### src/rtl/rx_filt_pkg.sv
package rx_filt_pkg;
  localparam int BYTE_W = 8;
  localparam logic [31:0] CRC_POLY_DEF = 32'h04C11DB7;

  typedef struct packed {
    logic bcast_en;
    logic mcast_en;
    logic phys_en;
    logic promisc;
  } ctrl_t;

  localparam int CTRL_W = $bits(ctrl_t);

  // Serial CRC step over one byte, LSB first, no final inversion.
  function automatic logic [31:0] crc_byte(input logic [31:0] c,
                                           input logic [7:0]  d,
                                           input logic [31:0] poly);
    logic [31:0] r;
    logic        fb;
    r = c;
    for (int i = 0; i < 8; i++) begin
      fb = r[31] ^ d[i];
      r  = {r[30:0], 1'b0};
      if (fb) r = r ^ poly;
    end
    return r;
  endfunction
endpackage

### src/rtl/rx_filt_cfg.sv
module rx_filt_cfg
  import rx_filt_pkg::*;
#(
  parameter int HASH_IDX_W = 6,
  parameter int CFG_AW     = 3,
  parameter int MAC_W      = 48
) (
  input  logic                       clk_i,
  input  logic                       rst_ni,
  input  logic                       we_i,
  input  logic [CFG_AW-1:0]          addr_i,
  input  logic [31:0]                wdata_i,
  output logic [MAC_W-1:0]           station_o,
  output logic [(1<<HASH_IDX_W)-1:0] hash_o,
  output ctrl_t                      ctrl_o
);
  localparam int HASH_N     = 1 << HASH_IDX_W;
  localparam int HASH_WORDS = (HASH_N + 31) / 32;
  localparam int STA_HI_W   = MAC_W - 32;
  localparam int HASH_BASE  = 2;
  localparam int CTRL_IDX   = HASH_BASE + HASH_WORDS;

  logic [31:0]         sta_lo_q;
  logic [STA_HI_W-1:0] sta_hi_q;
  logic [HASH_WORDS*32-1:0] hash_q;
  ctrl_t               ctrl_q;

  always_ff @(posedge clk_i or negedge rst_ni) begin
    if (!rst_ni) begin
      sta_lo_q <= '0;
      sta_hi_q <= '0;
      ctrl_q   <= '0;
    end else if (we_i) begin
      if (addr_i == CFG_AW'(0)) sta_lo_q <= wdata_i;
      if (addr_i == CFG_AW'(1)) sta_hi_q <= wdata_i[STA_HI_W-1:0];
      if (addr_i == CFG_AW'(CTRL_IDX)) ctrl_q <= ctrl_t'(wdata_i[CTRL_W-1:0]);
    end
  end

  for (genvar w = 0; w < HASH_WORDS; w++) begin : g_hash
    always_ff @(posedge clk_i or negedge rst_ni) begin
      if (!rst_ni)                                      hash_q[32*w +: 32] <= '0;
      else if (we_i && addr_i == CFG_AW'(HASH_BASE + w)) hash_q[32*w +: 32] <= wdata_i;
    end
  end

  assign station_o = {sta_hi_q, sta_lo_q};
  assign hash_o    = hash_q[HASH_N-1:0];
  assign ctrl_o    = ctrl_q;
endmodule

### src/rtl/rx_filt_collect.sv
module rx_filt_collect
  import rx_filt_pkg::*;
#(
  parameter int ADDR_BYTES = 6
) (
  input  logic                         clk_i,
  input  logic                         rst_ni,
  input  logic                         valid_i,
  input  logic                         first_i,
  input  logic [BYTE_W-1:0]            data_i,
  output logic                         take_o,
  output logic                         last_o,
  output logic [ADDR_BYTES*BYTE_W-1:0] addr_o
);
  localparam int CNT_W = $clog2(ADDR_BYTES + 1);
  localparam logic [CNT_W-1:0] LAST_IDX = CNT_W'(ADDR_BYTES - 1);

  logic                         busy_q;
  logic [CNT_W-1:0]             cnt_q, idx;
  logic [ADDR_BYTES*BYTE_W-1:0] addr_q;

  assign take_o = valid_i && (first_i || busy_q);
  assign idx    = first_i ? '0 : cnt_q;
  assign last_o = take_o && (idx == LAST_IDX);

  // Address with the incoming byte merged in, so the decision needs no extra cycle.
  always_comb begin
    addr_o = addr_q;
    for (int i = 0; i < ADDR_BYTES; i++)
      if (take_o && idx == CNT_W'(i)) addr_o[BYTE_W*i +: BYTE_W] = data_i;
  end

  always_ff @(posedge clk_i or negedge rst_ni) begin
    if (!rst_ni) begin
      busy_q <= 1'b0;
      cnt_q  <= '0;
      addr_q <= '0;
    end else if (take_o) begin
      busy_q <= !last_o;
      cnt_q  <= idx + CNT_W'(1);
      addr_q <= addr_o;
    end
  end
endmodule

### src/rtl/rx_filt_crc.sv
module rx_filt_crc
  import rx_filt_pkg::*;
#(
  parameter logic [31:0] POLY = CRC_POLY_DEF
) (
  input  logic              clk_i,
  input  logic              rst_ni,
  input  logic              step_i,
  input  logic              restart_i,
  input  logic [BYTE_W-1:0] data_i,
  output logic [31:0]       crc_next_o
);
  logic [31:0] crc_q, base;

  assign base       = restart_i ? '1 : crc_q;
  assign crc_next_o = crc_byte(base, data_i, POLY);

  always_ff @(posedge clk_i or negedge rst_ni) begin
    if (!rst_ni)     crc_q <= '1;
    else if (step_i) crc_q <= crc_next_o;
  end
endmodule

### src/rtl/rx_filt_decide.sv
module rx_filt_decide
  import rx_filt_pkg::*;
#(
  parameter int MAC_W      = 48,
  parameter int HASH_IDX_W = 6
) (
  input  logic [MAC_W-1:0]           addr_i,
  input  logic [MAC_W-1:0]           station_i,
  input  logic [(1<<HASH_IDX_W)-1:0] hash_i,
  input  logic [31:0]                crc_i,
  input  ctrl_t                      ctrl_i,
  output logic                       accept_o,
  output logic                       bcast_o,
  output logic                       mcast_o,
  output logic                       phys_o
);
  logic                  group, hash_hit;
  logic [HASH_IDX_W-1:0] hidx;

  assign group    = addr_i[0];
  assign bcast_o  = &addr_i;
  assign mcast_o  = group && !bcast_o;
  assign phys_o   = (addr_i == station_i);
  assign hidx     = crc_i[31 -: HASH_IDX_W];
  assign hash_hit = hash_i[hidx];

  assign accept_o = ctrl_i.promisc
                 || (ctrl_i.phys_en  && phys_o)
                 || (ctrl_i.bcast_en && bcast_o)
                 || (ctrl_i.mcast_en && mcast_o && hash_hit);
endmodule

### src/rtl/rx_addr_filter.sv
module rx_addr_filter
  import rx_filt_pkg::*;
#(
  parameter int          ADDR_BYTES = 6,
  parameter int          HASH_IDX_W = 6,
  parameter logic [31:0] CRC_POLY   = CRC_POLY_DEF,
  parameter int          CFG_AW     = 3
) (
  input  logic              clk_i,
  input  logic              rst_ni,
  input  logic              cfg_we_i,
  input  logic [CFG_AW-1:0] cfg_addr_i,
  input  logic [31:0]       cfg_wdata_i,
  input  logic              byte_valid_i,
  input  logic              byte_first_i,
  input  logic [7:0]        byte_data_i,
  output logic              res_valid_o,
  output logic              accept_o,
  output logic              is_bcast_o,
  output logic              is_mcast_o,
  output logic              is_phys_o
);
  localparam int MAC_W  = ADDR_BYTES * BYTE_W;
  localparam int HASH_N = 1 << HASH_IDX_W;

  logic [MAC_W-1:0]  station, addr_full;
  logic [HASH_N-1:0] hash_tbl;
  ctrl_t             ctrl_q;
  logic              take, last;
  logic [31:0]       crc_next;
  logic              d_acc, d_bc, d_mc, d_ph;
  logic              valid_q, acc_q, bc_q, mc_q, ph_q;

  rx_filt_cfg #(.HASH_IDX_W(HASH_IDX_W), .CFG_AW(CFG_AW), .MAC_W(MAC_W)) u_cfg (
    .clk_i, .rst_ni,
    .we_i(cfg_we_i), .addr_i(cfg_addr_i), .wdata_i(cfg_wdata_i),
    .station_o(station), .hash_o(hash_tbl), .ctrl_o(ctrl_q)
  );

  rx_filt_collect #(.ADDR_BYTES(ADDR_BYTES)) u_collect (
    .clk_i, .rst_ni,
    .valid_i(byte_valid_i), .first_i(byte_first_i), .data_i(byte_data_i),
    .take_o(take), .last_o(last), .addr_o(addr_full)
  );

  rx_filt_crc #(.POLY(CRC_POLY)) u_crc (
    .clk_i, .rst_ni,
    .step_i(take), .restart_i(byte_first_i), .data_i(byte_data_i),
    .crc_next_o(crc_next)
  );

  rx_filt_decide #(.MAC_W(MAC_W), .HASH_IDX_W(HASH_IDX_W)) u_decide (
    .addr_i(addr_full), .station_i(station), .hash_i(hash_tbl),
    .crc_i(crc_next), .ctrl_i(ctrl_q),
    .accept_o(d_acc), .bcast_o(d_bc), .mcast_o(d_mc), .phys_o(d_ph)
  );

  always_ff @(posedge clk_i or negedge rst_ni) begin
    if (!rst_ni) begin
      valid_q <= 1'b0;
      acc_q   <= 1'b0;
      bc_q    <= 1'b0;
      mc_q    <= 1'b0;
      ph_q    <= 1'b0;
    end else begin
      valid_q <= last;
      acc_q   <= last && d_acc;
      bc_q    <= last && d_bc;
      mc_q    <= last && d_mc;
      ph_q    <= last && d_ph;
    end
  end

  assign res_valid_o = valid_q;
  assign accept_o    = acc_q;
  assign is_bcast_o  = bc_q;
  assign is_mcast_o  = mc_q;
  assign is_phys_o   = ph_q;
endmodule

### config.mk
export PLATFORM = sky130hd
export DESIGN_NAME = rx_addr_filter
export DESIGN_NICKNAME = d
export VERILOG_FILES = /design/src/rtl/rx_filt_pkg.sv /design/src/rtl/rx_filt_cfg.sv /design/src/rtl/rx_filt_collect.sv /design/src/rtl/rx_filt_crc.sv /design/src/rtl/rx_filt_decide.sv /design/src/rtl/rx_addr_filter.sv
export SDC_FILE = /design/constraint.sdc
export NUM_CORES = 1
export LEC_CHECK = 0
export ABC_CLOCK_PERIOD_IN_PS = 7350
export BUFFER_PORTS_ARGS = -buffer_cell sky130_fd_sc_hd__buf_2
export CORE_MARGIN = 5
export CORE_UTILIZATION = 35
export CTS_CLUSTER_SIZE = 24
export DETAILED_ROUTE_END_ITERATION = 12
export PLACE_DENSITY = 0.59
export SETUP_SLACK_MARGIN = 0.2
export SLEW_MARGIN = 20
export SYNTH_ARGS = -nofsm -noshare
export SYNTH_HDL_FRONTEND = slang
export SYNTH_SLANG_ARGS = --single-unit
### constraint.sdc
create_clock -name clk_i -period 7.35 [get_ports clk_i]
set_clock_uncertainty 0.2 [all_clocks]
set_input_delay 1.1025 -clock clk_i [delete_from_list [all_inputs] [get_ports clk_i]]
set_output_delay 1.1025 -clock clk_i [all_outputs]
set_load 0.01 [all_outputs]
# After elaboration in Yosys (flattened, before gate mapping)
# Cells that the tools add are included.
# Widths: inputs -> output; s select.
# word_totals
n_memories	0
regBits	205
in_bits	48
latchBits	0
rom_bits	0
ram_bits	0
# op_classes
bitwise_logic	16
order_cmp	1
reduce_logical	30
n_div	0
addsub	1
mul	0
muxes	18
eq_ne	10
shift	0
# op_table
op	count
$mux 27	8
$not 14->14	8
$eq 48x48->1	1
$mux 8	6
$reduce_and 48->1	1
$mux 32	1
$logic_and 1x1->1	18
$eq 3x2->1 const B	4
$eq 3x3->1 const B	3
$xor 1x1->1	8
$lt 6x7->1 const B	1
$bmux 1 s6	1
$eq 3x1->1 const B	2
$logic_not 3->1	2
$reduce_and 2->1	3
$logic_or 1x1->1	4
$add 3x1->3 const B	1
$mux 3	1
$logic_not 1->1	2
$mux 1	1

# Depth between registers and ports, before layout
# Gate-level depths: netlist of the first run.
# logic_depth
ltp_word	22
ltp_mapped	16
mapped_depth_nobuf	11

# Modules after synthesis
# Synthesis of the first run repeated with hierarchy kept, for this count alone.
# unflattened
cells_unflattened	805
hier_area_um2	10799.1
# modules_own_cells
mod	area_per_inst_um2	seq_area_each_um2	cells_per_inst	instances
rx_filt_cfg	4377.9	2902.8	249	1
rx_filt_collect	2655.0	1301.2	191	1
rx_filt_crc	2369.8	840.8	211	1
rx_filt_decide	1246.2	0.0	145	1
rx_addr_filter	150.1	125.1	9	1

# Worst setup path before layout of the first run
# Ideal clock, no wire load.
# synth_path
path_type	in2reg
from	input byte_first_i
to	register acc_q (netlist: accept_o)
path_slack_ps	2849
setup_ps	101
path_stages	16
arrival_time_ps	4200
path_cell_list	buf_6 -> clkbuf_1 -> clkbuf_1 -> clkbuf_1 -> nor2b_1 -> and2_1 -> ha_1 -> nand2_1 -> clkbuf_1 -> mux2_2 -> xor2_1 -> nor4_1 -> nand4_1 -> nor4_1 -> a221oi_1 -> o32ai_1
# synth_between
elab_chain_len	17
elab_cells_between_ends	60
cone_classes	6 x eq/ne; 18 x mux; 16 x bitwise; 20 x reduce/logical
# synth_rtl
item	line	source
from (decl)	rx_addr_filter.sv:15	input logic byte_first_i,
$mux 32	rx_filt_crc.sv:15	assign base = restart_i ? '1 : crc_q;
$mux 27 (3 in series)	rx_filt_pkg.sv:24	if (fb) r = r ^ poly;
$not 14->14 (no line)	n/a	
$mux 27	rx_filt_pkg.sv:24	
$not 14->14 (no line)	n/a	
$mux 27 (3 in series)	rx_filt_pkg.sv:24	
$not 14->14 (no line)	n/a	
$mux 27	rx_filt_pkg.sv:24	
$bmux 1 s6	rx_filt_decide.sv:25	assign hash_hit = hash_i[hidx];
$mux 1 (not written as such)	rx_filt_decide.sv:25	
$logic_and 1x1->1	rx_filt_decide.sv:30	|| (ctrl_i.mcast_en && mcast_o && hash_hit);
$logic_or 1x1->1	rx_filt_decide.sv:30	
$logic_and 1x1->1 (*)	rx_addr_filter.sv:67	acc_q <= last && d_acc;
to (signal assigned)	rx_addr_filter.sv:67	
to (decl)	rx_addr_filter.sv:32	logic valid_q, acc_q, bc_q, mc_q, ph_q;
# Mark *: on every way between the ends. The rest lies on a longest branch, timed or not. The select of a mux whose other input is x is not followed.
# A chain may end at the register's enable or synchronous reset.

# Final worst setup path of the first run
# layout_path
from	input byte_first_i
to	register acc_q (netlist: accept_o)
# layout_between
elab_cells_between_ends	60
cone_classes	6 x eq/ne; 18 x mux; 16 x bitwise; 20 x reduce/logical
# layout_lines
item	line	source
$mux 3 / $logic_or 1x1->1 (equally long branches)	rx_filt_collect.sv:23, rx_filt_collect.sv:22	
$eq 3x3->1 / $logic_and 1x1->1 (equally long branches)	rx_filt_collect.sv:24, rx_filt_collect.sv:22	
$logic_and 1x1->1 (*)	rx_filt_collect.sv:24	assign last_o = take_o && (idx == LAST_IDX);
net last	rx_addr_filter.sv:29	logic take, last;
$mux 8	rx_filt_collect.sv:30	if (take_o && idx == CNT_W'(i)) addr_o[BYTE_W*i +: BYTE_W] = data_i;
$reduce_and 48->1	rx_filt_decide.sv:21	assign bcast_o = &addr_i;
$logic_not 1->1	rx_filt_decide.sv:22	assign mcast_o = group && !bcast_o;
$logic_and 1x1->1	rx_filt_decide.sv:22	
$logic_and 1x1->1 (2 in series)	rx_filt_decide.sv:30	
$logic_or 1x1->1	rx_filt_decide.sv:30	
$logic_and 1x1->1 (*)	rx_addr_filter.sv:67	
# The timed path passes the listed nets; every way through them passes the cells marked *. The select of a mux whose other input is x is not followed.

==> report_table.html, run 1 <==
<table>
<tr><th>Metric</th><th>Value</th></tr>
<tr><th colspan="2">Floorplan</th></tr>
<tr><td>Die X-Extent</td><td>181 microns</td></tr>
<tr><td>Top-level port count</td><td>53</td></tr>
<tr><td>DIE HEIGHT</td><td>181 microns</td></tr>
<tr><td>Starting utilization of the core area</td><td>0.355</td></tr>
<tr><td>Cell row count</td><td>62</td></tr>
<tr><td>Die outline area</td><td>0.0326 sq mm</td></tr>
<tr><td>Core Region</td><td>0.0287 sq mm</td></tr>
<tr><th colspan="2">Critical path</th></tr>
<tr><td>Classification of the worst setup path</td><td>input port to flip-flop</td></tr>
<tr><td>Crit path max fanout</td><td>18</td></tr>
<tr><td>Critical Path Source Type</td><td>input port</td></tr>
<tr><td>Endpoint kind of the worst setup timing path</td><td>flip-flop</td></tr>
<tr><td>Crit path from</td><td>byte_first_i</td></tr>
<tr><td>R2r startpoint</td><td>u_collect.cnt_q[0]</td></tr>
<tr><td>Register-to-register setup slack</td><td>between 3 and 4 ns</td></tr>
<tr><td>Required time at the endpoint of the critical path</td><td>7.52 ns</td></tr>
<tr><td>CP arrival</td><td>4.60 ns</td></tr>
<tr><th colspan="2">STA</th></tr>
<tr><td>Period utilisation layout</td><td>0.603</td></tr>
<tr><td>Tightest Pin Transition</td><td>between 0.9 and 1 ns</td></tr>
<tr><td>Max Slew Vio Count</td><td>0</td></tr>
<tr><td>Number of failing hold endpoints at the final stage</td><td>0</td></tr>
<tr><td>Final period demand of the worst path</td><td>4.43 ns</td></tr>
<tr><td>Setup-failing EPs final</td><td>0</td></tr>
<tr><td>Worst slew margin relative to its limit</td><td>0.356</td></tr>
<tr><td>Setup tns final</td><td>0 ns</td></tr>
<tr><td>Peak Freq</td><td>226 MHz</td></tr>
<tr><td>Unrepaired setup endpoints after global routing</td><td>no</td></tr>
<tr><th colspan="2">Synth</th></tr>
<tr><td>Largest cells by area after synthesis</td><td>sky130_fd_sc_hd__dfrtp_1 42%, sky130_fd_sc_hd__mux2_2 16%, sky130_fd_sc_hd__dfstp_2 8.3%</td></tr>
<tr><td>Avg Inst Size Synth</td><td>12.2 sq um</td></tr>
<tr><td>Number of flip-flops and latches in the synthesized netlist</td><td>205</td></tr>
<tr><td>Number of distinct library cell variants in the gate-level netlist after synthesis</td><td>56</td></tr>
<tr><td>Yosys synthesis warning count</td><td>0</td></tr>
<tr><td>Synthesized instance count</td><td>836</td></tr>
<tr><td>Sequential fraction of the synthesis area</td><td>0.507</td></tr>
<tr><td>Nets in the synthesized netlist</td><td>roughly 900</td></tr>
<tr><td>Post-synth EDFFs</td><td>0</td></tr>
<tr><td>Netlist area before placement</td><td>0.0102 sq mm</td></tr>
<tr><td>Largest area contributor in the netlist</td><td>sky130_fd_sc_hd__dfrtp_1</td></tr>
<tr><td>Leading post-synthesis cells by instance count</td><td>173 x sky130_fd_sc_hd__dfrtp_1, 148 x sky130_fd_sc_hd__mux2_2, 82 x sky130_fd_sc_hd__xnor2_1</td></tr>
<tr><td>Dominant cell by count in the synthesized netlist</td><td>sky130_fd_sc_hd__dfrtp_1</td></tr>
<tr><td>Most used DFF post-synth</td><td>sky130_fd_sc_hd__dfrtp_1</td></tr>
<tr><td>Area share of the largest cell type after synthesis</td><td>0.425</td></tr>
<tr><td>Fraction of synthesis flops using an asynchronous set or reset pin</td><td>1.00</td></tr>
<tr><th colspan="2">Drt</th></tr>
<tr><td>Drt initial violations</td><td>514</td></tr>
<tr><td>Vias after detailed routing</td><td>between 6000 and 7000</td></tr>
<tr><td>Wire per inst</td><td>a little over 20 microns</td></tr>
<tr><td>DR pass1 iterations</td><td>5</td></tr>
<tr><td>Number of design rule violations left after detail routing</td><td>0</td></tr>
<tr><td>Antenna-violating nets left</td><td>0</td></tr>
<tr><td>Post-DR vias/cell</td><td>5.04</td></tr>
<tr><td>Wire length after detailed routing</td><td>25600 microns</td></tr>
<tr><th colspan="2">Global routing</th></tr>
<tr><td>Remaining global-route overflow</td><td>0</td></tr>
<tr><td>First-pass GRT wire length</td><td>40500 microns</td></tr>
<tr><td>Largest net degree at the start of global routing</td><td>178</td></tr>
<tr><td>Initial antenna violation count</td><td>0</td></tr>
<tr><td>Total routing usage reported by global routing</td><td>0.156</td></tr>
<tr><td>Via count of the first global-routing pass</td><td>6721</td></tr>
<tr><th colspan="2">Placed design</th></tr>
<tr><td>Instance area after placement</td><td>0.0109 sq mm</td></tr>
<tr><td>Half-perimeter wire length of the detailed placement result</td><td>18400 microns</td></tr>
<tr><td>Final weighted congestion of routability-driven global placement</td><td>a little over 0.8</td></tr>
<tr><td>Port Buffer Count</td><td>52</td></tr>
<tr><th colspan="2">Status</th></tr>
<tr><td>Outcome</td><td>complete, no violations</td></tr>
<tr><th colspan="2">CTS</th></tr>
<tr><td>TritonCTS Buffers</td><td>23</td></tr>
<tr><td>Clock sink count</td><td>205</td></tr>
<tr><td>Number of buffers inserted to repair setup after CTS</td><td>0</td></tr>
<tr><td>Register clock-pin slew on the reported worst setup and hold paths</td><td>approximately 0.06 ns</td></tr>
<tr><td>Maximum buffer depth of the clock tree</td><td>3</td></tr>
<tr><td>CTS Root Cell</td><td>sky130_fd_sc_hd__clkbuf_16</td></tr>
<tr><td>Post-cts hold buffer count</td><td>0</td></tr>
<tr><td>H-tree level count</td><td>1</td></tr>
<tr><td>Clock Latency Late Sink</td><td>0.52 ns</td></tr>
<tr><td>Clock tree from TritonCTS</td><td>yes</td></tr>
<tr><td>Count of cells resized by post-cts repair</td><td>0</td></tr>
<tr><th colspan="2">Cells and area</th></tr>
<tr><td>Area growth from synthesis to layout</td><td>13.6%</td></tr>
<tr><td>Final Util</td><td>0.403</td></tr>
<tr><td>Diode insertion count for antenna repair</td><td>0</td></tr>
<tr><td>Final instance area</td><td>0.0116 sq mm</td></tr>
<tr><td>Final net count</td><td>925</td></tr>
<tr><td>Fraction of final layout cells with drive strength greater than 1</td><td>0.338</td></tr>
<tr><th colspan="2">Run</th></tr>
<tr><td>Max-cap violation count</td><td>0</td></tr>
<tr><th colspan="2">Worst hold path</th></tr>
<tr><td>Hold Startpoint</td><td>u_crc.crc_q[11]</td></tr>
<tr><td>Type of the tightest min-delay check</td><td>flip-flop to flip-flop</td></tr>
<tr><th colspan="2">Power</th></tr>
<tr><td>Worst IR drop on VDD</td><td>0.180 mV</td></tr>
<tr><td>Leakage power</td><td>4.92 nW</td></tr>
<tr><td>Power Dens Cells</td><td>417 mW/mm^2</td></tr>
</table>
where the power goes:
part / total, W / internal [W] / switching [W]
clock network: 0.00110 / 0.000640 / 0.000461
registers: 0.00179 / 0.00154 / 0.000252
logic: 0.00193 / 0.000972 / 0.000960
layer usage:
layer  up-vias  wire [microns]  GRT usage
li1       3004               -          -
met1      3228           12100      0.225
met2       155           11800      0.247
met3        32            1200     0.0311
met4         0             516     0.0321
met5         -               0          0
cell usage in the layout, fill, tap and decap left out, types with 3 or more instances in the layout:
master                        n
sky130_fd_sc_hd__nor2_1      42
sky130_fd_sc_hd__nand3_1      8
sky130_fd_sc_hd__and2_1       3
sky130_fd_sc_hd__and3_1       3
sky130_fd_sc_hd__o21ai_0     46
sky130_fd_sc_hd__clkbuf_16   23
sky130_fd_sc_hd__mux4_2      16
sky130_fd_sc_hd__buf_2       51
sky130_fd_sc_hd__and4_1       3
sky130_fd_sc_hd__mux2_2     148
sky130_fd_sc_hd__xnor2_1     82
sky130_fd_sc_hd__nor3b_1      4
sky130_fd_sc_hd__dfstp_2     32
sky130_fd_sc_hd__nor4_1      16
sky130_fd_sc_hd__clkbuf_1     7
sky130_fd_sc_hd__mux2i_1     16
sky130_fd_sc_hd__dfrtp_1    173
sky130_fd_sc_hd__a31oi_1      4
sky130_fd_sc_hd__nand2_1     58
sky130_fd_sc_hd__xor2_1      55
sky130_fd_sc_hd__nand4_1     11
sky130_fd_sc_hd__clkbuf_8     7
sky130_fd_sc_hd__nor2b_1      3
sky130_fd_sc_hd__nand2b_1     4
sky130_fd_sc_hd__buf_4       11
sky130_fd_sc_hd__o211ai_1     3
sky130_fd_sc_hd__inv_1       17
path summary, 6_finish.rpt:
kind | end | cells past startpoint
max in group asynchronous | is_mcast_o | 2
worst max register to register | accept_o | 10
worst max-delay path | accept_o | 11
min in group asynchronous | u_collect.cnt_q[1] | 1
worst min register to register | u_crc.crc_q[11] | 2
worst min-delay path | u_crc.crc_q[11] | 2
worst max-delay path, cell delays in order:
cell and delay, ns:
sky130_fd_sc_hd__buf_2 0.21, sky130_fd_sc_hd__nor3b_1 0.35, sky130_fd_sc_hd__nand2_1 0.42, sky130_fd_sc_hd__inv_1 0.31, sky130_fd_sc_hd__mux2_2 0.36, sky130_fd_sc_hd__or4_1 0.51, sky130_fd_sc_hd__a2111o_1 0.39, sky130_fd_sc_hd__or4_4 0.53
sky130_fd_sc_hd__and3_4 0.22, sky130_fd_sc_hd__o211ai_2 0.06, sky130_fd_sc_hd__o32ai_1 0.11
cells by family after synthesis:
kind of cell / Yosys count / synth area share
AO/OA/AOI/OAI: 76 / 0.0459
XOR/XNOR: 139 / 0.122
adder cells (fa/ha/maj): 1 / 0.00123
buffers and inverters: 66 / 0.0274
flip-flops: 205 / 0.507
multiplexers: 180 / 0.215
AND/OR/NAND/NOR: 169 / 0.0819
final cells by class:
cell class                 instances  area, sq um
fill                            2756        17100
sequential                       205         5170
multi-input combinational        565         4770
clock buffer                      36          684
tap                              384          480
timing repair buffer              64          372
inverter                          17         63.8
clock inverter                     3         33.8
state kept, by name, indices dropped and copies added (netlist names):
| name | count |
|---|---|
| u_collect.cnt_q | 3 |
| res_valid_o | 1 |
| u_cfg.ctrl_o | 4 |
| accept_o | 1 |
| u_cfg.sta_lo_q | 32 |
| is_bcast_o | 1 |
| u_cfg.sta_hi_q | 16 |
| u_crc.crc_q | 32 |
| u_collect.busy_q | 1 |
| u_cfg.hash_o | 64 |
| is_phys_o | 1 |
| u_collect.addr_q | 48 |
| is_mcast_o | 1 |
through the flow:
step / std cells / setup WS [ns] / total power (W) / hold WS, ns
floorplan: 836 / 2.85 / 0.00324 / 0.254
global placement: 1235 / 2.54 / 0.00372 / 0.267
detailed placement: 1235 / 2.47 / 0.00375 / 0.276
CTS: 1274 / 3.01 / 0.00487 / 0.277
global route: 1274 / 2.78 / 0.00515 / 0.297
finish: 1274 / 2.92 / 0.00482 / 0.279
Note: power is estimated with default switching activity, not from simulation.
==> inputs of run 2 (changes only) <==
--- a/config.mk
+++ b/config.mk
@@ -5,7 +5,7 @@
 export SDC_FILE = /design/constraint.sdc
 export NUM_CORES = 1
 export LEC_CHECK = 0
-export ABC_CLOCK_PERIOD_IN_PS = 7350
+export ABC_CLOCK_PERIOD_IN_PS = 4250
 export BUFFER_PORTS_ARGS = -buffer_cell sky130_fd_sc_hd__buf_2
 export CORE_MARGIN = 5
 export CORE_UTILIZATION = 35
==> constraint.sdc (replaced) <==
create_clock -name clk_i -period 4.25 [get_ports clk_i]
set_clock_uncertainty 0.2 [all_clocks]
set_input_delay 0.6375 -clock clk_i [delete_from_list [all_inputs] [get_ports clk_i]]
set_output_delay 0.6375 -clock clk_i [all_outputs]
set_load 0.01 [all_outputs]
==> run 2 against run 1 <==
The run now ends with negative hold slack left. Die area unchanged. Flip-flop and latch count unchanged. Non-clock buffer count up 20. Critical path type is now flip-flop to flip-flop. Core utilization up 0.62 points. First-iteration DRC count down 23%. Highest routed layer unchanged. Via count up 2.5%. Global-route usage up 0.10 points. Sequential share of layout area down 0.68 points.
==> report_table.html, run 2 (synthesis gave the netlist of run 1 again) <==
<table>
<tr><th>Metric</th><th>Value</th></tr>
<tr><th colspan="2">Floorplan</th></tr>
<tr><td>Top-level port count</td><td>53 (unchanged)</td></tr>
<tr><td>Die outline area</td><td>0.0326 sq mm (unchanged)</td></tr>
<tr><td>Starting utilization of the core area</td><td>0.355 (unchanged)</td></tr>
<tr><td>Core Region</td><td>0.0287 sq mm (unchanged)</td></tr>
<tr><td>Die X-Extent</td><td>181 microns (unchanged)</td></tr>
<tr><td>DIE HEIGHT</td><td>181 microns (unchanged)</td></tr>
<tr><td>Cell row count</td><td>62 (unchanged)</td></tr>
<tr><th colspan="2">Global routing</th></tr>
<tr><td>Remaining global-route overflow</td><td>0 (unchanged)</td></tr>
<tr><td>Total routing usage reported by global routing</td><td>0.157 (+0.00105)</td></tr>
<tr><td>Via count of the first global-routing pass</td><td>6846 (+1.9%)</td></tr>
<tr><td>First-pass GRT wire length</td><td>40700 microns (+0.44%)</td></tr>
<tr><td>Initial antenna violation count</td><td>1 (+1)</td></tr>
<tr><td>Largest net degree at the start of global routing</td><td>89 (-50%)</td></tr>
<tr><th colspan="2">Critical path</th></tr>
<tr><td>Critical register-to-register path endpoint</td><td>accept_o</td></tr>
<tr><td>Endpoint kind of the worst setup timing path</td><td>flip-flop</td></tr>
<tr><td>Classification of the worst setup path</td><td>flip-flop to flip-flop</td></tr>
<tr><td>Critical Path Source Type</td><td>flip-flop</td></tr>
<tr><td>CP arrival</td><td>3.82 ns (-0.78 ns)</td></tr>
<tr><td>R2r startpoint</td><td>u_crc.crc_q[29]</td></tr>
<tr><td>Most frequent CP cell</td><td>sky130_fd_sc_hd__xnor2_1</td></tr>
<tr><td>Slowest stage delay, CP</td><td>0.70 ns (+0.17 ns)</td></tr>
<tr><td>Crit path max fanout</td><td>16 (-2)</td></tr>
<tr><td>Slowest library cell on the worst path</td><td>sky130_fd_sc_hd__xnor2_4</td></tr>
<tr><td>Family with the most delay on the worst path</td><td>XOR/XNOR gates</td></tr>
<tr><td>Required time at the endpoint of the critical path</td><td>4.43 ns (-3.09 ns)</td></tr>
<tr><td>Crit path buf inv count</td><td>0 (-2)</td></tr>
<tr><td>Register-to-register setup slack</td><td>0.61 ns (-2.65 ns)</td></tr>
<tr><td>FF-to-FF path depth</td><td>9 (-1)</td></tr>
<tr><td>Cells along the critical path</td><td>xnor2_1, mux2i_1, xnor2_1, xnor2_4, mux4_2, a22oi_1, o21ai_0, nor4_1, o32ai_1</td></tr>
<tr><th colspan="2">Drt</th></tr>
<tr><td>Antenna-violating nets left</td><td>0 (unchanged)</td></tr>
<tr><td>DR top layer</td><td>met4</td></tr>
<tr><td>Met1 wire length</td><td>12500 microns (+3.4%)</td></tr>
<tr><td>Wire length after detailed routing</td><td>26100 microns (+1.9%)</td></tr>
<tr><td>Wire per inst</td><td>20.1 microns (about the same)</td></tr>
<tr><td>DR pass1 iterations</td><td>4 (-1)</td></tr>
<tr><td>Post-DR vias/cell</td><td>5.07 (+0.72%)</td></tr>
<tr><td>Met2 layer wire length in the routed design</td><td>11900 microns (+0.64%)</td></tr>
<tr><td>Drt initial violations</td><td>395 (-23%)</td></tr>
<tr><td>Routed wl met3</td><td>992 microns (-18%)</td></tr>
<tr><td>Number of design rule violations left after detail routing</td><td>0 (unchanged)</td></tr>
<tr><td>Vias after detailed routing</td><td>6582 (+2.5%)</td></tr>
<tr><th colspan="2">STA</th></tr>
<tr><td>Tightest Pin Transition</td><td>0.889 ns (-0.0765 ns)</td></tr>
<tr><td>Hold Worst Slack</td><td>-0.0192 ns (-0.298 ns)</td></tr>
<tr><td>Peak Freq</td><td>275 MHz</td></tr>
<tr><td>Number of failing hold endpoints at the final stage</td><td>6 (+6)</td></tr>
<tr><td>Worst slew margin relative to its limit</td><td>0.403 (+0.0467)</td></tr>
<tr><td>Max Slew Vio Count</td><td>0 (unchanged)</td></tr>
<tr><td>Final period demand of the worst path</td><td>3.64 ns</td></tr>
<tr><td>Setup tns final</td><td>0 ns (unchanged)</td></tr>
<tr><td>Worst setup margin</td><td>0.612 ns (-2.30 ns)</td></tr>
<tr><td>Unrepaired setup endpoints after global routing</td><td>no</td></tr>
<tr><td>Period utilisation layout</td><td>0.856</td></tr>
<tr><td>Setup-failing EPs final</td><td>0 (unchanged)</td></tr>
<tr><th colspan="2">CTS</th></tr>
<tr><td>CTS Root Cell</td><td>sky130_fd_sc_hd__clkbuf_16</td></tr>
<tr><td>Clock tree from TritonCTS</td><td>yes</td></tr>
<tr><td>Clock sink count</td><td>205 (unchanged)</td></tr>
<tr><td>Post-cts hold buffer count</td><td>0 (unchanged)</td></tr>
<tr><td>Number of buffers inserted to repair setup after CTS</td><td>0 (unchanged)</td></tr>
<tr><td>H-tree level count</td><td>1 (unchanged)</td></tr>
<tr><td>Clock Latency Late Sink</td><td>0.52 ns (about the same)</td></tr>
<tr><td>TritonCTS Buffers</td><td>23 (unchanged)</td></tr>
<tr><td>Count of cells resized by post-cts repair</td><td>0 (unchanged)</td></tr>
<tr><td>Maximum buffer depth of the clock tree</td><td>3 (unchanged)</td></tr>
<tr><td>Register clock-pin slew on the reported worst setup and hold paths</td><td>0.06 ns (about the same)</td></tr>
<tr><th colspan="2">Worst hold path</th></tr>
<tr><td>Type of the tightest min-delay check</td><td>input port to asynchronous set/reset pin</td></tr>
<tr><th colspan="2">Power</th></tr>
<tr><td>Sequential share of power</td><td>0.359 (-0.012)</td></tr>
<tr><td>Leakage power</td><td>5.03 nW (+2.4%)</td></tr>
<tr><td>Power Dens Cells</td><td>726 mW/mm^2 (+74%)</td></tr>
<tr><td>Combinational fraction of design power</td><td>0.408 (+0.008)</td></tr>
<tr><td>Switching power share of the total</td><td>0.345 (-0.00135)</td></tr>
<tr><td>Internal Pwr Total</td><td>0.00558 W (+77%)</td></tr>
<tr><td>Power share of the clock group</td><td>0.233 (+0.005)</td></tr>
<tr><td>Worst IR drop on VDD</td><td>0.284 mV (+58%)</td></tr>
<tr><td>Net switching power</td><td>0.00294 W (+76%)</td></tr>
<tr><td>Pwr Total</td><td>0.00853 W (+77%)</td></tr>
<tr><th colspan="2">Placed design</th></tr>
<tr><td>Instance area after placement</td><td>0.0110 sq mm (+1.4%)</td></tr>
<tr><td>Port Buffer Count</td><td>52 (unchanged)</td></tr>
<tr><td>Final weighted congestion of routability-driven global placement</td><td>0.828 (+1.6%)</td></tr>
<tr><td>Post-Place Setup Slack</td><td>0.310 ns (-2.16 ns)</td></tr>
<tr><td>Half-perimeter wire length of the detailed placement result</td><td>18900 microns (+2.9%)</td></tr>
<tr><th colspan="2">Cells and area</th></tr>
<tr><td>Most frequent standard cell in the layout excluding fill and tap cells</td><td>sky130_fd_sc_hd__dfrtp_1</td></tr>
<tr><td>Area growth from synthesis to layout</td><td>15.3%</td></tr>
<tr><td>Most used cells in the layout excluding fill and tap cells</td><td>173 x sky130_fd_sc_hd__dfrtp_1, 148 x sky130_fd_sc_hd__mux2_2, 82 x sky130_fd_sc_hd__xnor2_1</td></tr>
<tr><td>Largest register FFs</td><td>64 (unchanged)</td></tr>
<tr><td>Final instance area</td><td>0.0118 sq mm (+1.5%)</td></tr>
<tr><td>Final net count</td><td>945 (+2.2%)</td></tr>
<tr><td>Fraction of final layout cells with drive strength greater than 1</td><td>0.356 (+0.0178)</td></tr>
<tr><td>Diode insertion count for antenna repair</td><td>0 (unchanged)</td></tr>
<tr><th colspan="2">Status</th></tr>
<tr><td>Outcome</td><td>complete, but fails checks</td></tr>
<tr><td>Violations in the final reports</td><td>negative hold slack</td></tr>
<tr><th colspan="2">Run</th></tr>
<tr><td>Max-cap violation count</td><td>0 (unchanged)</td></tr>
</table>
-- run 2: cell count changes in the layout (fill, tap and decap cells not counted), sizes merged --
cell,change
bufinv,+2
inv,+1
clkbuf,-5
clkinv,+5
buf,+20
-- run 2: power groups by stage --
stage / clock [W] / combinational, W / sequential [W]
floorplan: 0 / 0.00269 / 0.00291
global placement: 0 / 0.00346 / 0.00308
detailed placement: 0 / 0.00350 / 0.00309
CTS: 0.00204 / 0.00352 / 0.00306
global route: 0.00212 / 0.00381 / 0.00313
finish: 0.00199 / 0.00348 / 0.00307
-- run 2: layout make-up --
type	count	area, sq um
Clock buffer	31	636
Clock inverter	11	111
Fill cell	2759	17000
Inverter	17	63.8
Multi-Input combinational cell	565	4770
Sequential cell	205	5170
Tap cell	384	480
Timing Repair Buffer	84	522
-- run 2: worst max-delay path by stage --
| stage | slack [ns] | from | cells past startpoint | end |
|---|---|---|---|---|
| final | 0.61 | u_crc.crc_q[29] | 9 | accept_o |
| after global placement | 0.39 | byte_first_i | 11 | accept_o |
| after CTS | 0.55 | u_crc.crc_q[29] | 9 | accept_o |
| after detailed placement | 0.31 | byte_first_i | 11 | accept_o |
| after floorplan | 0.21 | byte_first_i | 16 | accept_o |
| after global routing | 0.35 | u_crc.crc_q[29] | 9 | accept_o |
-- run 2: stage by stage --
stage                     utilization  instances
after floorplan                     -        836
after global placement          0.383       1255
after detailed placement        0.383       1255
after CTS                       0.409       1297
after global routing            0.409       1297
final                           0.409       1297
-- run 2: layer usage --
metal  global-route usage  vias up
li1                     -     3034
met4               0.0445        0
met1                0.229     3346
met5                    0        -
met2                0.245      157
met3               0.0240       45
==> inputs of run 3 (changes only) <==
--- a/config.mk
+++ b/config.mk
@@ -6,12 +6,12 @@
 export NUM_CORES = 1
 export LEC_CHECK = 0
 export ABC_CLOCK_PERIOD_IN_PS = 4250
-export BUFFER_PORTS_ARGS = -buffer_cell sky130_fd_sc_hd__buf_2
 export CORE_MARGIN = 5
-export CORE_UTILIZATION = 35
+export CORE_UTILIZATION = 64
 export CTS_CLUSTER_SIZE = 24
 export DETAILED_ROUTE_END_ITERATION = 12
-export PLACE_DENSITY = 0.59
+export DONT_BUFFER_PORTS = 1
+export PLACE_DENSITY = 0.88
 export SETUP_SLACK_MARGIN = 0.2
 export SLEW_MARGIN = 20
 export SYNTH_ARGS = -nofsm -noshare
==> run 3 against run 2 <==
The flow still finishes with violations (negative hold slack). Setup slack better by 0.056 ns. Maximum frequency is 1.6% higher. Sequential share of layout area is 2.4 points higher. Core utilization is 30 points higher. Clock-buffer cell count is 1 lower. Non-clock buffer count is 70 lower. Final cell count is 19% lower. Die area is 43% lower. Global-route usage is 11 points higher.
==> report_table.html, run 3 (synthesis gave the netlist of run 1 again) <==
<table>
<tr><th>Metric</th><th>Value</th></tr>
<tr><th colspan="2">Cells and area</th></tr>
<tr><td>Area growth from synthesis to layout</td><td>9.33%</td></tr>
<tr><td>Final net count</td><td>874 (-7.5%)</td></tr>
<tr><td>Diode insertion count for antenna repair</td><td>0 (unchanged)</td></tr>
<tr><td>Number of standard cells in the layout, taps in and fillers out</td><td>1057 (-19%)</td></tr>
<tr><td>Fraction of final layout cells with drive strength greater than 1</td><td>0.304 (-0.0516)</td></tr>
<tr><td>Largest register FFs</td><td>64 (unchanged)</td></tr>
<tr><td>Most used cells in the layout excluding fill and tap cells</td><td>173 x sky130_fd_sc_hd__dfrtp_1, 148 x sky130_fd_sc_hd__mux2_2, 82 x sky130_fd_sc_hd__xnor2_1</td></tr>
<tr><td>Most frequent standard cell in the layout excluding fill and tap cells</td><td>sky130_fd_sc_hd__dfrtp_1</td></tr>
<tr><th colspan="2">STA</th></tr>
<tr><td>Unrepaired setup endpoints after global routing</td><td>no</td></tr>
<tr><td>Hold Worst Slack</td><td>-0.364 ns (-0.345 ns)</td></tr>
<tr><td>Period utilisation layout</td><td>0.843 (-0.0132)</td></tr>
<tr><td>Setup tns final</td><td>0 ns (unchanged)</td></tr>
<tr><td>Number of failing hold endpoints at the final stage</td><td>181 (+175)</td></tr>
<tr><td>Setup-failing EPs final</td><td>0 (unchanged)</td></tr>
<tr><td>Max Slew Vio Count</td><td>0 (unchanged)</td></tr>
<tr><td>Worst slew margin relative to its limit</td><td>0.348 (-0.0551)</td></tr>
<tr><td>Peak Freq</td><td>279 MHz (+1.6%)</td></tr>
<tr><td>Tightest Pin Transition</td><td>0.971 ns (+0.0820 ns)</td></tr>
<tr><td>Final period demand of the worst path</td><td>3.58 ns (-0.0561 ns)</td></tr>
<tr><td>Worst setup margin</td><td>0.668 ns (+0.0561 ns)</td></tr>
<tr><th colspan="2">Critical path</th></tr>
<tr><td>Crit path max fanout</td><td>9 (-7)</td></tr>
<tr><td>Register-to-register setup slack</td><td>0.67 ns (+0.06 ns)</td></tr>
<tr><td>Classification of the worst setup path</td><td>flip-flop to flip-flop</td></tr>
<tr><td>CP arrival</td><td>3.77 ns (-0.05 ns)</td></tr>
<tr><td>R2r startpoint</td><td>u_collect.cnt_q[0]</td></tr>
<tr><td>Endpoint kind of the worst setup timing path</td><td>flip-flop</td></tr>
<tr><td>Critical Path Source Type</td><td>flip-flop</td></tr>
<tr><td>Required time at the endpoint of the critical path</td><td>4.44 ns (about the same)</td></tr>
<tr><td>Critical register-to-register path endpoint</td><td>accept_o</td></tr>
<tr><td>FF-to-FF path depth</td><td>9 (unchanged)</td></tr>
<tr><th colspan="2">Drt</th></tr>
<tr><td>Wire length after detailed routing</td><td>23800 microns (-8.8%)</td></tr>
<tr><td>Vias after detailed routing</td><td>6485 (-1.5%)</td></tr>
<tr><td>Antenna-violating nets left</td><td>0 (unchanged)</td></tr>
<tr><td>Post-DR vias/cell</td><td>6.14 (+21%)</td></tr>
<tr><td>DR pass1 iterations</td><td>5 (+1)</td></tr>
<tr><td>Number of design rule violations left after detail routing</td><td>0 (unchanged)</td></tr>
<tr><td>Drt initial violations</td><td>597 (+51%)</td></tr>
<tr><td>Wire per inst</td><td>22.5 microns (+12%)</td></tr>
<tr><th colspan="2">Placed design</th></tr>
<tr><td>Post-placement cell count</td><td>1017 (-19%)</td></tr>
<tr><td>Final weighted congestion of routability-driven global placement</td><td>0.903 (+9.1%)</td></tr>
<tr><td>Half-perimeter wire length of the detailed placement result</td><td>16100 microns (-15%)</td></tr>
<tr><td>Port Buffer Count</td><td>0 (-100%)</td></tr>
<tr><td>Post-Place Setup Slack</td><td>0.574 ns (+0.265 ns)</td></tr>
<tr><th colspan="2">Floorplan</th></tr>
<tr><td>Cell row count</td><td>46 (-26%)</td></tr>
<tr><td>Top-level port count</td><td>53 (unchanged)</td></tr>
<tr><td>Core Region</td><td>0.0158 sq mm (-45%)</td></tr>
<tr><td>Starting utilization of the core area</td><td>0.646 (+0.291)</td></tr>
<tr><td>Die X-Extent</td><td>136 microns (-25%)</td></tr>
<tr><td>DIE HEIGHT</td><td>136 microns (-25%)</td></tr>
<tr><td>Die outline area</td><td>0.0185 sq mm (-43%)</td></tr>
<tr><th colspan="2">CTS</th></tr>
<tr><td>Maximum buffer depth of the clock tree</td><td>3 (unchanged)</td></tr>
<tr><td>Count of cells resized by post-cts repair</td><td>0 (unchanged)</td></tr>
<tr><td>H-tree level count</td><td>1 (unchanged)</td></tr>
<tr><td>Register clock-pin slew on the reported worst setup and hold paths</td><td>0.06 ns (about the same)</td></tr>
<tr><td>CTS Root Cell</td><td>sky130_fd_sc_hd__clkbuf_16</td></tr>
<tr><td>TritonCTS Buffers</td><td>22 (-4.3%)</td></tr>
<tr><td>Clock Latency Late Sink</td><td>0.51 ns (about the same)</td></tr>
<tr><td>Number of buffers inserted to repair setup after CTS</td><td>0 (unchanged)</td></tr>
<tr><td>Clock tree from TritonCTS</td><td>yes</td></tr>
<tr><td>Clock sink count</td><td>205 (unchanged)</td></tr>
<tr><th colspan="2">Power</th></tr>
<tr><td>Worst IR drop on VDD</td><td>0.448 mV (+58%)</td></tr>
<tr><td>Power Dens Cells</td><td>757 mW/mm^2 (+4.3%)</td></tr>
<tr><td>Combinational fraction of design power</td><td>0.398 (-0.010)</td></tr>
<tr><td>Switching power share of the total</td><td>0.343 (-0.00197)</td></tr>
<tr><td>Net switching power</td><td>0.00290 W (-1.7%)</td></tr>
<tr><td>Sequential share of power</td><td>0.365 (+0.006)</td></tr>
<tr><td>Internal Pwr Total</td><td>0.00554 W (-0.82%)</td></tr>
<tr><td>Leakage power</td><td>4.72 nW (-6.2%)</td></tr>
<tr><td>Power share of the clock group</td><td>0.237 (+0.004)</td></tr>
<tr><td>Pwr Total</td><td>0.00843 W (-1.1%)</td></tr>
<tr><th colspan="2">Global routing</th></tr>
<tr><td>Remaining global-route overflow</td><td>0 (unchanged)</td></tr>
<tr><td>Via count of the first global-routing pass</td><td>6801 (-0.66%)</td></tr>
<tr><td>Total routing usage reported by global routing</td><td>0.266 (+0.108)</td></tr>
<tr><td>Initial antenna violation count</td><td>0 (-1)</td></tr>
<tr><td>First-pass GRT wire length</td><td>37900 microns (-6.9%)</td></tr>
<tr><td>Largest net degree at the start of global routing</td><td>206 (+130%)</td></tr>
<tr><th colspan="2">Worst hold path</th></tr>
<tr><td>Type of the tightest min-delay check</td><td>input port to asynchronous set/reset pin</td></tr>
<tr><th colspan="2">Status</th></tr>
<tr><td>Violations in the final reports</td><td>negative hold slack</td></tr>
<tr><td>Outcome</td><td>complete, but fails checks</td></tr>
<tr><th colspan="2">Run</th></tr>
<tr><td>Max-cap violation count</td><td>0 (unchanged)</td></tr>
</table>
==> run 3: cell types whose count changed in the layout (fill, tap and decap cells not counted), moves of 2 or more <==
cell,delta
sky130_fd_sc_hd__inv_6,-2
sky130_fd_sc_hd__clkbuf_1,-2
sky130_fd_sc_hd__clkinv_2,-4
sky130_fd_sc_hd__buf_4,-18
sky130_fd_sc_hd__buf_2,-51
sky130_fd_sc_hd__clkinvlp_4,+4
==> run 3: worst max path at each step <==
stage | cells after the start | end | slack [ns] | from
floorplan | 16 | accept_o | 0.21 | byte_first_i
global placement | 9 | accept_o | 0.69 | byte_first_i
detailed placement | 9 | accept_o | 0.57 | byte_first_i
CTS | 9 | accept_o | 0.68 | u_collect.cnt_q[1]
global route | 9 | accept_o | 0.42 | u_collect.cnt_q[0]
finish | 9 | accept_o | 0.67 | u_collect.cnt_q[0]
==> run 3: cell type report <==
type,count,area (sq um)
Clock inverter,10,120
Timing Repair Buffer,14,118
Tap cell,216,270
Clock buffer,30,642
Inverter,17,63.8
Multi-Input combinational cell,565,4760
Fill cell,1064,4630
Sequential cell,205,5170
==> run 3: worst max-delay path, cell delays in order (launching register included) <==
cell and delay [ns]:
sky130_fd_sc_hd__dfrtp_1 0.47, sky130_fd_sc_hd__or3b_1 0.51, sky130_fd_sc_hd__nor2_1 0.42, sky130_fd_sc_hd__mux2_2 0.41, sky130_fd_sc_hd__xor2_1 0.15, sky130_fd_sc_hd__nor4_1 0.37
sky130_fd_sc_hd__nand4_1 0.15, sky130_fd_sc_hd__nor4_1 0.42, sky130_fd_sc_hd__a221oi_1 0.16, sky130_fd_sc_hd__o32ai_1 0.19
==> run 3: power groups by stage <==
stage	clock, W	combinational, W	sequential (W)
final	0.00200	0.00336	0.00307
after global routing	0.00210	0.00365	0.00314
after CTS	0.00202	0.00336	0.00307
after detailed placement	0	0.00331	0.00309
after global placement	0	0.00322	0.00306
after floorplan	0	0.00269	0.00291
==> run 3: routing by layer <==
| layer | share of wire | global-route usage |
|---|---|---|
| met5 | 0 | 0 |
| met3 | 0.073 | 0.0529 |
| met4 | 0.036 | 0.0957 |
| met2 | 0.48 | 0.430 |
| met1 | 0.41 | 0.360 |
==> run 3: stage by stage <==
stage,util,area (sq um),hold WS (ns)
2_1_floorplan,-,10200,0.142
3_3_place_gp,0.658,10400,0.153
3_5_place_dp,0.658,10400,0.152
4_1_cts,0.706,11100,-0.389
5_1_grt,0.706,11100,-0.388
6_report,0.706,11100,-0.364
